<file path="src/rtl/swb_pkg.sv">
package swb_pkg;

  typedef enum logic [2:0] {
    ST_IDLE   = 3'd0,
    ST_WSLOT  = 3'd1,
    ST_RSLOT  = 3'd2,
    ST_WAITHI = 3'd3,
    ST_RSTLOW = 3'd4,
    ST_PWAIT  = 3'd5,
    ST_PDRIVE = 3'd6
  } swb_state_e;

  // microsecond constant -> clock cycles
  function automatic int unsigned us2cyc(input int unsigned us, input int unsigned cpu);
    return us * cpu;
  endfunction

  // counter width able to hold values up to maxv
  function automatic int unsigned cnt_width(input int unsigned maxv);
    return $clog2(maxv + 2);
  endfunction

  function automatic int unsigned max2(input int unsigned a, input int unsigned b);
    return (a > b) ? a : b;
  endfunction

endpackage

</file>
<file path="src/rtl/swb_sync_edge.sv">
module swb_sync_edge #(
  parameter int STAGES = 2
) (
  input  logic clk,
  input  logic rst_n,
  input  logic line_in,
  output logic line_s,
  output logic fall_ev,
  output logic rise_ev
);
  logic [STAGES-1:0] chain;
  logic              prev;

  always_ff @(posedge clk or negedge rst_n) begin
    if (!rst_n) chain[0] <= 1'b1;
    else        chain[0] <= line_in;
  end

  for (genvar i = 1; i < STAGES; i++) begin : g_stage
    always_ff @(posedge clk or negedge rst_n) begin
      if (!rst_n) chain[i] <= 1'b1;
      else        chain[i] <= chain[i-1];
    end
  end

  always_ff @(posedge clk or negedge rst_n) begin
    if (!rst_n) prev <= 1'b1;
    else        prev <= line_s;
  end

  assign line_s  = chain[STAGES-1];
  assign fall_ev = prev & ~line_s;
  assign rise_ev = ~prev & line_s;
endmodule

</file>
<file path="src/rtl/swb_timer.sv">
module swb_timer #(
  parameter int W = 8,
  parameter int LIMIT = 200
) (
  input  logic         clk,
  input  logic         rst_n,
  input  logic         load,
  output logic [W-1:0] cnt
);
  localparam logic [W-1:0] LIM = W'(LIMIT);

  always_ff @(posedge clk or negedge rst_n) begin
    if (!rst_n)          cnt <= W'(1);
    else if (load)       cnt <= W'(1);
    else if (cnt != LIM) cnt <= cnt + 1'b1;
  end
endmodule

</file>
<file path="src/rtl/swb_bit_engine.sv">
module swb_bit_engine
  import swb_pkg::*;
#(
  parameter int CLK_PER_US   = 50,
  parameter int SYNC_STAGES  = 2,
  parameter int RST_US       = 480,
  parameter int PRES_WAIT_US = 30,
  parameter int PRES_LOW_US  = 120,
  parameter int SAMPLE_US    = 30,
  parameter int HOLD0_US     = 30
) (
  input  logic clk,
  input  logic rst_n,
  input  logic line_in,
  input  logic rd_mode,
  input  logic tx_bit,
  output logic pull_dn,
  output logic rx_valid,
  output logic rx_bit
);
  localparam int RST_CYC  = us2cyc(RST_US, CLK_PER_US);
  localparam int PW_CYC   = us2cyc(PRES_WAIT_US, CLK_PER_US);
  localparam int PL_CYC   = us2cyc(PRES_LOW_US, CLK_PER_US);
  localparam int SAMP_CYC = us2cyc(SAMPLE_US, CLK_PER_US);
  localparam int HOLD_CYC = us2cyc(HOLD0_US, CLK_PER_US);
  localparam int PH_MAX   = max2(max2(PW_CYC, PL_CYC), max2(SAMP_CYC, HOLD_CYC)) + 1;
  localparam int LT_W     = cnt_width(RST_CYC);
  localparam int PH_W     = cnt_width(PH_MAX);

  logic            line_s, fall_ev, rise_ev;
  logic [LT_W-1:0] low_cnt;
  logic [PH_W-1:0] ph_cnt;
  logic            ph_restart;
  swb_state_e      st;

  // named internal events
  logic bus_reset, samp_pt, hold_end, pwait_end, plow_end;

  swb_sync_edge #(.STAGES(SYNC_STAGES)) u_sync (
    .clk(clk), .rst_n(rst_n), .line_in(line_in),
    .line_s(line_s), .fall_ev(fall_ev), .rise_ev(rise_ev)
  );

  // length of the current low period
  swb_timer #(.W(LT_W), .LIMIT(RST_CYC)) u_low (
    .clk(clk), .rst_n(rst_n), .load(line_s), .cnt(low_cnt)
  );

  // time since the last slot or presence milestone
  swb_timer #(.W(PH_W), .LIMIT(PH_MAX)) u_phase (
    .clk(clk), .rst_n(rst_n), .load(ph_restart), .cnt(ph_cnt)
  );

  assign bus_reset = !line_s && (low_cnt == LT_W'(RST_CYC));
  assign samp_pt   = (st == ST_WSLOT)  && (ph_cnt == PH_W'(SAMP_CYC));
  assign hold_end  = (st == ST_RSLOT)  && (ph_cnt == PH_W'(HOLD_CYC));
  assign pwait_end = (st == ST_PWAIT)  && (ph_cnt == PH_W'(PW_CYC));
  assign plow_end  = (st == ST_PDRIVE) && (ph_cnt == PH_W'(PL_CYC));

  assign ph_restart = ((st == ST_IDLE) && fall_ev)
                    || ((st == ST_RSTLOW) && rise_ev)
                    || pwait_end;

  always_ff @(posedge clk or negedge rst_n) begin
    if (!rst_n) begin
      st       <= ST_IDLE;
      pull_dn  <= 1'b0;
      rx_valid <= 1'b0;
      rx_bit   <= 1'b0;
    end else begin
      rx_valid <= 1'b0;
      if (bus_reset) begin
        st      <= ST_RSTLOW;
        pull_dn <= 1'b0;
      end else begin
        unique case (st)
          ST_IDLE: if (fall_ev) begin
            if (rd_mode) begin
              st      <= ST_RSLOT;
              pull_dn <= !tx_bit;
            end else begin
              st <= ST_WSLOT;
            end
          end
          ST_WSLOT: if (samp_pt) begin
            rx_valid <= 1'b1;
            rx_bit   <= line_s;
            st       <= ST_WAITHI;
          end
          ST_RSLOT: if (hold_end) begin
            pull_dn <= 1'b0;
            st      <= ST_WAITHI;
          end
          ST_WAITHI: if (line_s) st <= ST_IDLE;
          ST_RSTLOW: if (rise_ev) st <= ST_PWAIT;
          ST_PWAIT: if (pwait_end) begin
            pull_dn <= 1'b1;
            st      <= ST_PDRIVE;
          end
          ST_PDRIVE: if (plow_end) begin
            pull_dn <= 1'b0;
            st      <= ST_WAITHI;
          end
          default: st <= ST_IDLE;
        endcase
      end
    end
  end
endmodule

</file>
<file path="config.mk">
export PLATFORM = sky130hd
export DESIGN_NAME = swb_bit_engine
export DESIGN_NICKNAME = d
export VERILOG_FILES = /design/src/rtl/swb_pkg.sv /design/src/rtl/swb_sync_edge.sv /design/src/rtl/swb_timer.sv /design/src/rtl/swb_bit_engine.sv
export SDC_FILE = /design/constraint.sdc
export NUM_CORES = 1
export LEC_CHECK = 0
export BUFFER_PORTS_ARGS = -buffer_cell sky130_fd_sc_hd__buf_4
export CORE_MARGIN = 5
export CORE_UTILIZATION = 33
export CTS_CLUSTER_SIZE = 24
export DETAILED_ROUTE_END_ITERATION = 8
export GPL_ROUTABILITY_DRIVEN = 0
export RECOVER_POWER = 25
export SLEW_MARGIN = 20
export SYNTH_ARGS = -nofsm -noshare
export SYNTH_HDL_FRONTEND = slang
export SYNTH_SLANG_ARGS = --single-unit
</file>
<file path="constraint.sdc">
create_clock -name clk -period 2.6 [get_ports clk]
set_clock_uncertainty 0.05 [all_clocks]
set_input_delay 0 -clock clk [delete_from_list [all_inputs] [get_ports clk]]
set_output_delay 0 -clock clk [all_outputs]
set_load 0.01 [all_outputs]
</file>
==> results.md, run 1 <==
- Outcome: finished clean
- GRT Util Overall: 10.76%
- Syn Std Cell Area: 2138 µm²
- CTS tree: done
- Vias: 1585
- Worst setup path startpoint: u_phase.cnt[0]
- Die X: 90.50 µm
- R2R Path Start: u_phase.cnt[0]
- CP max stage cell: dfstp_2
- Routed WL per cell: 13.91 µm
- Post-synth EDFFs: 0
- Hold Path Depth: 4
- Sequential-to-total area share from yosys stat: 43.59%
- WP data arrival: 2.18 ns
- Post-synth ARST share: 100.0%
- Final hold violations: 0
- Ant. Diodes: 0
- Mapped Cells: 210
- Total die area: 8189 µm²
- Worst Setup Start Kind: flop
- Share of post-route cells with drive strength above 1: 17.51%
- Die Span Y: 90.50 µm
- Leakage: 0.9374 nW
- #FFs+latches synth: 37
- Hold crit path type: input pin to flop
- RSZ-0062 raised after global routing: false
- Port buffer count: 7
- Layout fillers: 642
- YS warnings: 0
- DR WL met2: 1805 µm
- CTS resizes: 0
- Max_cap viols: 0
- First-pass DRT Iterations: 4
- P_sw: 0.5887 mW
- M1 WL: 2099 µm
- CP Capture Type: flop
- Synth cell types: 51
- Avg Cell Area, Syn: 10.18 µm²
- Cell Int Power: 1.048 mW
- Syn_nets: 220
- CP Capture Point: u_phase.cnt[2]
- Vias in the first global route: 1611
- Worst reg2reg path depth: 6
- Synthesis-to-layout area growth: 9.187%
- Gate power share: 28.5%
- Clock Latency Late Sink: 0.28 ns
- Clock sink count: 37
- Ys flop type: dfrtp_1
- Worst-path clk slew: 0.08 ns
- Slew margin rel.: 35.46%
- Worst slew pin tran: 0.9681 ns
- Initial antenna violation count: 0
- DRC viols: 0
- Top cell type's share of synthesized area: 37.45%
- Setup TNS: 0 ns
- Slowest stage delay, CP: 0.58 ns
- Clock power frac: 23.5%
- Fmax: 492.9 MHz
- Reg-to-reg slack, setup: 0.57 ns
- Worst setup path class: flop to flop
- Highest Signal Layer: met4
- Slew Viols, Final: 0
- Synth area leader: dfrtp_1
- Clk buf depth: 2
- First-pass GRT wire length: 7396 µm
- Setup-failing EPs final: 0
- Core Area: 6314 µm²
- Row count: 29
- Met3 routed WL: 106 µm
- Root Buffer: clkbuf_8
- Reg-to-Reg End: u_phase.cnt[2]
- Grt ovf: 0
- Cell Pwr Density: 700.9 nW/µm²
- TritonCTS Buffers: 5
- Via density: 5.391
- Sequential power share: 48.0%
- Worst-path fanout max: 13
- Largest net degree at the start of global routing: 38
- Starting DRT DRC Count: 95
- Dpl hpwl: 2807 µm
- H-tree depth: 2
- WP data required: 2.75 ns
- Non-Filler Instances: 294
- Placed instance count: 284
- Drt total wl: 4089 µm
- Tcrit/Tclk final: 78.03%
- Top cells by area, synth: dfrtp_1 (37%), dfstp_2 (6.1%), xor2_1 (4.9%)
- Crit path cell chain: inv_1, ha_1, and2_1, and4_4, a311o_4, a22oi_1
- Sw frac: 35.98%
- Tmin final: 2.029 ns
- Final ANT Viol Nets: 0
- Nets: 226
- Max VDD drop: 0.3995 mV
- Io pins: 8
- Starting Density: 33.87%
layout by cell type, fill, tap and decap left out, drive strengths merged, types with 4 or more instances in the layout:
cell,instances
dfstp,5
inv,10
xnor2,9
buf,6
a21oi,18
o21ai,5
nand4,8
nor4,7
nand2,10
clkbuf,8
and2,4
nand3,10
ha,5
and4,6
nor2,13
xor2,12
dfrtp,32
flip-flops by register name, summed over array words and instances, names as in the netlist:
register / flops
u_phase.cnt: 13
u_sync.prev: 1
u_low.cnt: 15
rx_valid: 1
u_sync.line_s: 1
st: 3
pull_dn: 1
rx_bit: 1
u_sync.chain: 1
final cells by class:
class	count	area (µm²)	share of cell area (%)
Tap cell	77	96.34	4.126
Inverter	10	37.54	1.608
Timing Repair Buffer	10	77.57	3.323
Sequential cell	37	932.1	39.92
Clock inverter	2	10.01	0.4287
Clock buffer	6	72.57	3.108
Multi-Input combinational cell	152	1109	47.48
metrics by stage:
| step | cell area, µm² | power, mW | worst slack (ns) | hold slack, ns | utilization [%] |
|---|---|---|---|---|---|
| floorplan | 2138 | 1.151 | 0.6115 | -0.3456 | - |
| global placement | 2235 | 1.255 | 0.6198 | -0.05293 | 35.39 |
| detailed placement | 2235 | 1.264 | 0.5902 | -0.04875 | 35.39 |
| CTS | 2337 | 1.660 | 0.5702 | 0.02296 | 37.02 |
| global route | 2335 | 1.760 | 0.4587 | 0.04625 | 36.98 |
| finish | 2335 | 1.636 | 0.5712 | 0.02825 | 36.98 |
repair_timing:
action / 4_1_cts / 5_1_grt
hold endpoints to repair: 38 / 0
buffers inserted: 0 / 0
hold buffers: 2 / 0
worst min-delay path by stage:
stage / startpoint / to
after floorplan: rst_n / pull_dn
after global placement: rst_n / u_phase.cnt[7]
after detailed placement: rst_n / u_phase.cnt[7]
after CTS: rd_mode / st[0]
after global routing: rd_mode / st[0]
final: tx_bit / pull_dn
critical path: cells and delay by family (launching register included):
family	cells	cell delay (ns)
AOI/OAI and AO/OA	2	0.73
adders and majority gates	1	0.21
buffers and inverters	1	0.05
DFF	1	0.58
and+or+nand+nor	2	0.33
Yosys cell counts, drive strengths merged (4+ instances only):
master / number
nor2: 13
o21ai: 5
nand2: 10
nand4: 8
xnor2: 9
inv: 10
and2: 4
xor2: 12
a21oi: 18
and4: 6
nand3: 10
nor4: 7
ha: 5
dfrtp: 32
dfstp: 5
clkbuf: 8
metal layers:
layer | track usage [%] | up-vias
li1 | - | 774
met1 | 14.18 | 786
met2 | 16.71 | 18
met3 | 2.333 | 7
met4 | 4.963 | 0
met5 | 0 | -
power groups by stage:
stage          clock network [mW]  registers, mW  logic, mW
2_1_floorplan                   0          0.744      0.407
6_report                    0.385          0.786      0.466
5_1_grt                     0.431          0.804      0.526
4_1_cts                     0.402          0.783      0.474
3_3_place_gp                    0          0.794      0.461
3_5_place_dp                    0          0.795      0.469
cell families after synthesis:
kind of cell,count (synthesis),synth area share (%)
AND/OR/NAND/NOR,83,24.52
buffers and inverters,21,4.564
AO/OA/AOI/OAI,40,14.39
adder cells (fa/ha/maj),5,2.926
multiplexers,3,1.404
XOR/XNOR,21,8.602
flip-flops,37,43.59
Power figures use the tool's default switching activity.
==> run 2, diff against run 1 <==
- ABC_AREA: not set -> 1
- clock period: 2.6 -> 2.1 ns (I/O delays scaled with it)
==> run 2 against run 1 <==
Flip-flop and latch count unchanged; maximum frequency up 12%; core utilization up 1.7 points; sequential share of layout area down 2.0 points; combinational power up 39%; clock power up 64%; cell count up 30%; worst hold slack better by 0.14 ns; critical path type unchanged.
==> results.md, run 2 <==
- Grt ovf: 0 (unchanged)
- Slew Viols, Final: 0 (unchanged)
- Via density: 4.713 (-13%)
- Synthesis-to-layout area growth: 14.07%
- WP data arrival: 1.93 ns (-0.25 ns)
- # hold bufs at CTS: 3 (+1)
- Mapped Cells: 287 (+37%)
- CTS tree: done
- Worst-path clk slew: 0.08 ns (about the same)
- Share of post-route cells with drive strength above 1: 14.71% (-2.8 points)
- TritonCTS Buffers: 5 (unchanged)
- Die Span Y: 90.76 µm (+0.29%)
- Placed cell area: 2312 µm² (+3.5%)
- Largest regs: u_low.cnt: 15 flops, u_phase.cnt: 13 flops, st: 3 flops
- Final ANT Viol Nets: 0 (unchanged)
- Setup-failing EPs final: 0 (unchanged)
- Routed WL per cell: 11.15 µm (-20%)
- Number of flip-flops under the largest register name: 15 (unchanged)
- #FFs+latches synth: 37 (unchanged)
- Post-layout instance area: 2455 µm² (+5.1%)
- Worst-path fanout max: 4 (-9)
- Highest-count cells in the layout ignoring fill and taps: nand2_1 (59), inv_1 (43), nor2_1 (33)
- Most frequent cell after synthesis: nand2_1
- Clk buf depth: 2 (unchanged)
- Final hold violations: 0 (unchanged)
- Clock Latency Late Sink: 0.29 ns (about the same)
- Post-synth EDFFs: 0 (unchanged)
- RSZ-0062 raised after global routing: false
- Fmax: 553.1 MHz (+12%)
- Worst slew pin tran: 0.9103 ns (-0.05781 ns)
- Max VDD drop: 0.4530 mV (+13%)
- Post-synth ARST share: 100.0% (unchanged)
- CTS resizes: 0 (unchanged)
- Total die area: 8236 µm² (+0.58%)
- Initial antenna violation count: 0 (unchanged)
- YS warnings: 0 (unchanged)
- Root Buffer: clkbuf_8
- Nets: 315 (+39%)
- Synth cell types: 25 (-51%)
- Commonest non-fill, non-tap cell in the layout: nand2_1
- Dpl hpwl: 3266 µm (+16%)
- Largest Register: u_low.cnt
- Drt total wl: 4270 µm (+4.4%)
- Clock sink count: 37 (unchanged)
- Tmin final: 1.808 ns (-0.2207 ns)
- Leakage: 1.148 nW (+22%)
- Setup TNS: 0 ns (unchanged)
- Vias in the first global route: 1822 (+13%)
- Max_cap viols: 0 (unchanged)
- Starting Density: 33.89% (about the same)
- DRC viols: 0 (unchanged)
- Total power: 2.255 mW (+38%)
- Tcrit/Tclk final: 86.10% (+8.1 points)
- WP data required: 2.22 ns (-0.53 ns)
- Syn Std Cell Area: 2152 µm² (+0.64%)
- First-pass DRT Iterations: 4 (unchanged)
- Ys flop type: dfrtp_1
- Postcts setup bufs: 0 (unchanged)
- Hold crit path type: input pin to flop
- Starting DRT DRC Count: 52 (-45%)
- Cell Pwr Density: 918.4 nW/µm² (+31%)
- GRT Util Overall: 11.37% (+0.61 points)
- Largest net degree at the start of global routing: 38 (unchanged)
- Vias: 1805 (+14%)
- Worst setup margin: 0.2919 ns (-0.2793 ns)
- Sequential-to-total area share from yosys stat: 43.31% (-0.28 points)
- Outcome: finished clean
- Core Area: 6350 µm² (+0.57%)
- Worst setup path class: flop to flop
- Ant. Diodes: 0 (unchanged)
- Commonest cells in the netlist: nand2_1 (59), inv_1 (43), nor2_1 (33)
- Worst Setup Start Kind: flop
- Avg Cell Area, Syn: 7.498 µm² (-26%)
- Row count: 29 (unchanged)
- Io pins: 8 (unchanged)
- Top cells by area, synth: dfrtp_1 (37%), nand2_1 (10%), inv_1 (7.5%)
- Slew margin rel.: 39.31% (+3.9 points)
- CP Capture Type: flop
- First-pass GRT wire length: 7879 µm (+6.5%)
- H-tree depth: 2 (unchanged)
- DP Worst Slack: 0.3023 ns (-0.2878 ns)
- Port buffer count: 7 (unchanged)
- Layout fillers: 647 (+0.78%)
- Top cell type's share of synthesized area: 37.21% (-0.24 points)
- Die X: 90.76 µm (+0.29%)
- Syn_nets: 297 (+35%)
- Synth area leader: dfrtp_1
- Final Core Density: 38.66% (+1.7 points)
==> run 2: changes by cell type in the layout (fill, tap and decap cells not counted), moves of 7 or more <==
cell / previous run / this run
inv_1: 10 / 43
a21oi_2: 10 / 0
nand3_1: 10 / 27
xnor2_1: 9 / 0
nor2_1: 13 / 33
nand2_1: 10 / 59
a21oi_1: 8 / 15
xor2_1: 12 / 3
o21ai_0: 5 / 19
==> run 2: where the power goes <==
group	switching, mW	total, mW	internal [mW]
clock network	0.277	0.633	0.356
logic	0.392	0.649	0.257
registers	0.143	0.973	0.830
==> run 2: area by class of cell <==
class	count	area (µm²)	area share, %
inverters	46	172.7	7.034
well taps	77	96.34	3.925
flip-flops and latches	37	932.1	37.97
clock buffers	5	68.82	2.803
repair buffers	12	95.09	3.874
clock inverters	3	46.29	1.886
multi-input cells	203	1044	42.51
==> run 2: worst max-delay path: stages (launching register included) <==
cell,delay [ns]
dfstp_2,0.54
ha_1,0.19
nand3_1,0.14
nor2_1,0.25
nand2_1,0.09
inv_1,0.11
nand4_1,0.10
o21ai_0,0.16
a21oi_1,0.06
==> run 2: stage by stage <==
stage | hold slack (ns) | cells
2_1_floorplan | -0.3456 | 287
3_3_place_gp | -0.05521 | 372
3_5_place_dp | -0.05557 | 372
4_1_cts | 0.1623 | 383
5_1_grt | 0.2385 | 383
6_report | 0.1721 | 383
==> run 2: layer usage <==
| layer | part of all wire, % | wire length (µm) | track usage (%) |
|---|---|---|---|
| met5 | 0 | 0 | 0 |
| met4 | 0.75 | 32 | 3.226 |
| met3 | 2.1 | 90 | 2.833 |
| met2 | 48 | 2042 | 18.64 |
| met1 | 49 | 2104 | 14.77 |
==> run 2: kinds of logic (layout without fill, tap and decap cells) <==
family	after synthesis	in the layout	synth area share, %
flops	37	37	43.31
fa+ha+maj	5	5	2.907
xor+xnor	3	3	1.221
compound gates	36	36	9.244
buf+inv	47	66	8.197
simple gates	159	159	35.12
==> run 2: final timing paths <==
path	start	slack, ns	endpoint	cells past startpoint
max	u_low.cnt[0]	0.29	u_low.cnt[14]	8
min reg2reg	u_sync.chain[0]	0.31	u_sync.line_s	0
max in group asynchronous	rst_n	1.11	u_low.cnt[2]	2
max reg2reg	u_low.cnt[0]	0.29	u_low.cnt[14]	8
min in group asynchronous	rst_n	0.31	u_phase.cnt[10]	2
min	rd_mode	0.17	st[1]	7
==> run 3, diff against run 2 <==
==> constraint.sdc (replaced) <==
create_clock -name clk -period 2.1 [get_ports clk]
set_clock_uncertainty 0.05 [all_clocks]
set_input_delay 0.42 -clock clk [delete_from_list [all_inputs] [get_ports clk]]
set_output_delay 0.42 -clock clk [all_outputs]
set_load 0.01 [all_outputs]
==> run 3 against run 2 <==
Sequential power barely moved; routed wire length fell by 0.33%; cell count fell by 0.78%; maximum frequency rose by 0.38%; register-to-register slack barely moved; count of clock-buffer cells in the layout did not move; largest cell class unchanged; first-iteration DRC count fell by 1.9%; core utilization fell by 0.47 points; die area did not move; sequential share of layout area rose by 0.47 points; setup slack improved by 0.0068 ns; flip-flop and latch count did not move.
==> results.md, run 3 (same netlist as run 2, synthesis figures left out) <==
- Core Area: 6350 µm² (unchanged)
- Clk buf depth: 2 (unchanged)
- Grt ovf: 0 (unchanged)
- Cell Pwr Density: 928.4 nW/µm² (+1.1%)
- Final hold violations: 0 (unchanged)
- Outcome: finished clean
- WP data arrival: 1.92 ns (about the same)
- Worst slew pin tran: 0.9146 ns (+0.004262 ns)
- Leakage: 1.135 nW (-1.1%)
- Routed WL per cell: 11.20 µm (+0.46%)
- Slowest stage delay, CP: 0.54 ns (about the same)
- Setup TNS: 0 ns (unchanged)
- CP max stage cell: dfstp_2
- Largest regs: u_low.cnt: 15 flops, u_phase.cnt: 13 flops, st: 3 flops
- Worst Setup Start Kind: flop
- Postcts setup bufs: 0 (unchanged)
- Tcrit/Tclk final: 85.78% (-0.32 points)
- Sw frac: 36.07% (+0.067 points)
- # hold bufs at CTS: 0 (-3)
- Vias: 1797 (-0.44%)
- Area of the multi-input gates: 1044 µm² (unchanged)
- GRT Util Overall: 11.30% (-0.070 points)
- CTS tree: done
- Die X: 90.76 µm (unchanged)
- Gate power share: 28.6% (-0.2 points)
- Starting DRT DRC Count: 51 (-1.9%)
- Largest Register: u_low.cnt
- WP data required: 2.22 ns (about the same)
- Final ANT Viol Nets: 0 (unchanged)
- Port buffer count: 7 (unchanged)
- Share of post-route cells with drive strength above 1: 14.85% (+0.15 points)
- Sequential power share: 43.2% (about the same)
- First-pass DRT Iterations: 4 (unchanged)
- Slew Viols, Final: 0 (unchanged)
- Via density: 4.729 (+0.34%)
- First-pass GRT wire length: 7824 µm (-0.70%)
- H-tree depth: 2 (unchanged)
- Layout fillers: 648 (+0.15%)
- Worst-path clk slew: 0.09 ns (about the same)
- Clock sink count: 37 (unchanged)
- Nets: 312 (-0.95%)
- Max VDD drop: 0.4529 mV (about the same)
- CP Capture Type: flop
- Dpl hpwl: 3266 µm (unchanged)
- Cell Int Power: 1.439 mW (-0.25%)
- Largest net degree at the start of global routing: 38 (unchanged)
- Clock Latency Late Sink: 0.29 ns (about the same)
- Commonest non-fill, non-tap cell in the layout: nand2_1
- DRC viols: 0 (unchanged)
- RSZ-0062 raised after global routing: false
- Row count: 29 (unchanged)
- TritonCTS Buffers: 5 (unchanged)
- Clock power frac: 28.1% (about the same)
- Worst setup path class: flop to flop
- Worst-path fanout max: 4 (unchanged)
- Root Buffer: clkbuf_8
- Register Area: 932.1 µm² (unchanged)
- Fmax: 555.2 MHz (+0.38%)
- Setup-failing EPs final: 0 (unchanged)
- Total die area: 8236 µm² (unchanged)
- Starting Density: 33.89% (unchanged)
- Drt total wl: 4256 µm (-0.33%)
- P_sw: 0.8121 mW (about the same)
- Slew margin rel.: 39.03% (-0.28 points)
- Total power: 2.251 mW (-0.15%)
- Max_cap viols: 0 (unchanged)
- Synthesis-to-layout area growth: 12.67%
- Hold crit path type: input pin to async pin
- Initial antenna violation count: 0 (unchanged)
- CTS resizes: 0 (unchanged)
- Number of flip-flops under the largest register name: 15 (unchanged)
- Ant. Diodes: 0 (unchanged)
- Crit path cell chain: ha_1, nand3_1, nor2_1, nand2_1, inv_1, nand4_1, o21ai_0, a21oi_1
- Io pins: 8 (unchanged)
- Die Span Y: 90.76 µm (unchanged)
- Vias in the first global route: 1817 (-0.27%)
- Highest-count cells in the layout ignoring fill and taps: nand2_1 (59), inv_1 (43), nor2_1 (33)
- Tmin final: 1.801 ns (-0.006769 ns)
run 3: cell types whose count changed in the layout (fill, tap and decap cells not counted), sizes merged:
cell and change:
dlygate4sd3 -3
run 3: final cells by class:
cell class / instances / share of cell area (%)
multi-input cells: 203 / 43.03
flip-flops and latches: 37 / 38.44
inverters: 46 / 7.121
well taps: 77 / 3.973
clock buffers: 5 / 2.838
repair buffers: 9 / 2.683
clock inverters: 3 / 1.909
run 3: path summary, 6_finish.rpt:
path / start / to / slack [ns] / cells after the start
max in group asynchronous: rst_n / u_low.cnt[2] / 1.23 / 1
worst min register to register: u_sync.chain[0] / u_sync.line_s / 0.31 / 0
min in group clk: line_in / u_sync.chain[0] / 0.19 / 1
worst max register to register: u_low.cnt[0] / u_low.cnt[14] / 0.30 / 8
worst max-delay path: u_low.cnt[0] / u_low.cnt[14] / 0.30 / 8
worst min-delay path: rst_n / u_phase.cnt[10] / 0.19 / 1
run 3: per-layer routing:
| layer | vias up | share of wire, % | wire length [µm] | track usage, % |
|---|---|---|---|---|
| met5 | - | 0 | 0 | 0 |
| met4 | 0 | 0.75 | 32 | 3.226 |
| met3 | 2 | 2.5 | 107 | 2.917 |
| met2 | 13 | 48 | 2037 | 18.58 |
| met1 | 826 | 49 | 2078 | 14.56 |
| li1 | 956 | - | - | - |
run 3: power by group through the flow:
stage	sequential, mW	combinational, mW	clock (mW)
5_1_grt	0.995	0.770	0.685
6_report	0.973	0.645	0.634
4_1_cts	0.974	0.651	0.651
3_3_place_gp	0.985	0.640	0
3_5_place_dp	0.986	0.650	0
2_1_floorplan	0.956	0.516	0
run 3: per-stage QoR:
stage          area [µm²]  util [%]  cells  hold WS (ns)  setup slack, ns
2_1_floorplan        2152         -    287       0.07441           0.5303
3_3_place_gp         2312     36.41    372        0.2997           0.3254
3_5_place_dp         2312     36.41    372        0.2969           0.3023
4_1_cts              2427     38.23    380       0.04021           0.2799
5_1_grt              2425     38.19    380        0.1802           0.1081
6_report             2425     38.19    380        0.1892           0.2987
run 3: worst max-delay path, delay by kind of cell, from the launching register on:
family / cells / cell delay, ns
fa+ha+maj: 1 / 0.19
compound gates: 2 / 0.22
buf+inv: 1 / 0.11
simple gates: 4 / 0.58
flops: 1 / 0.54
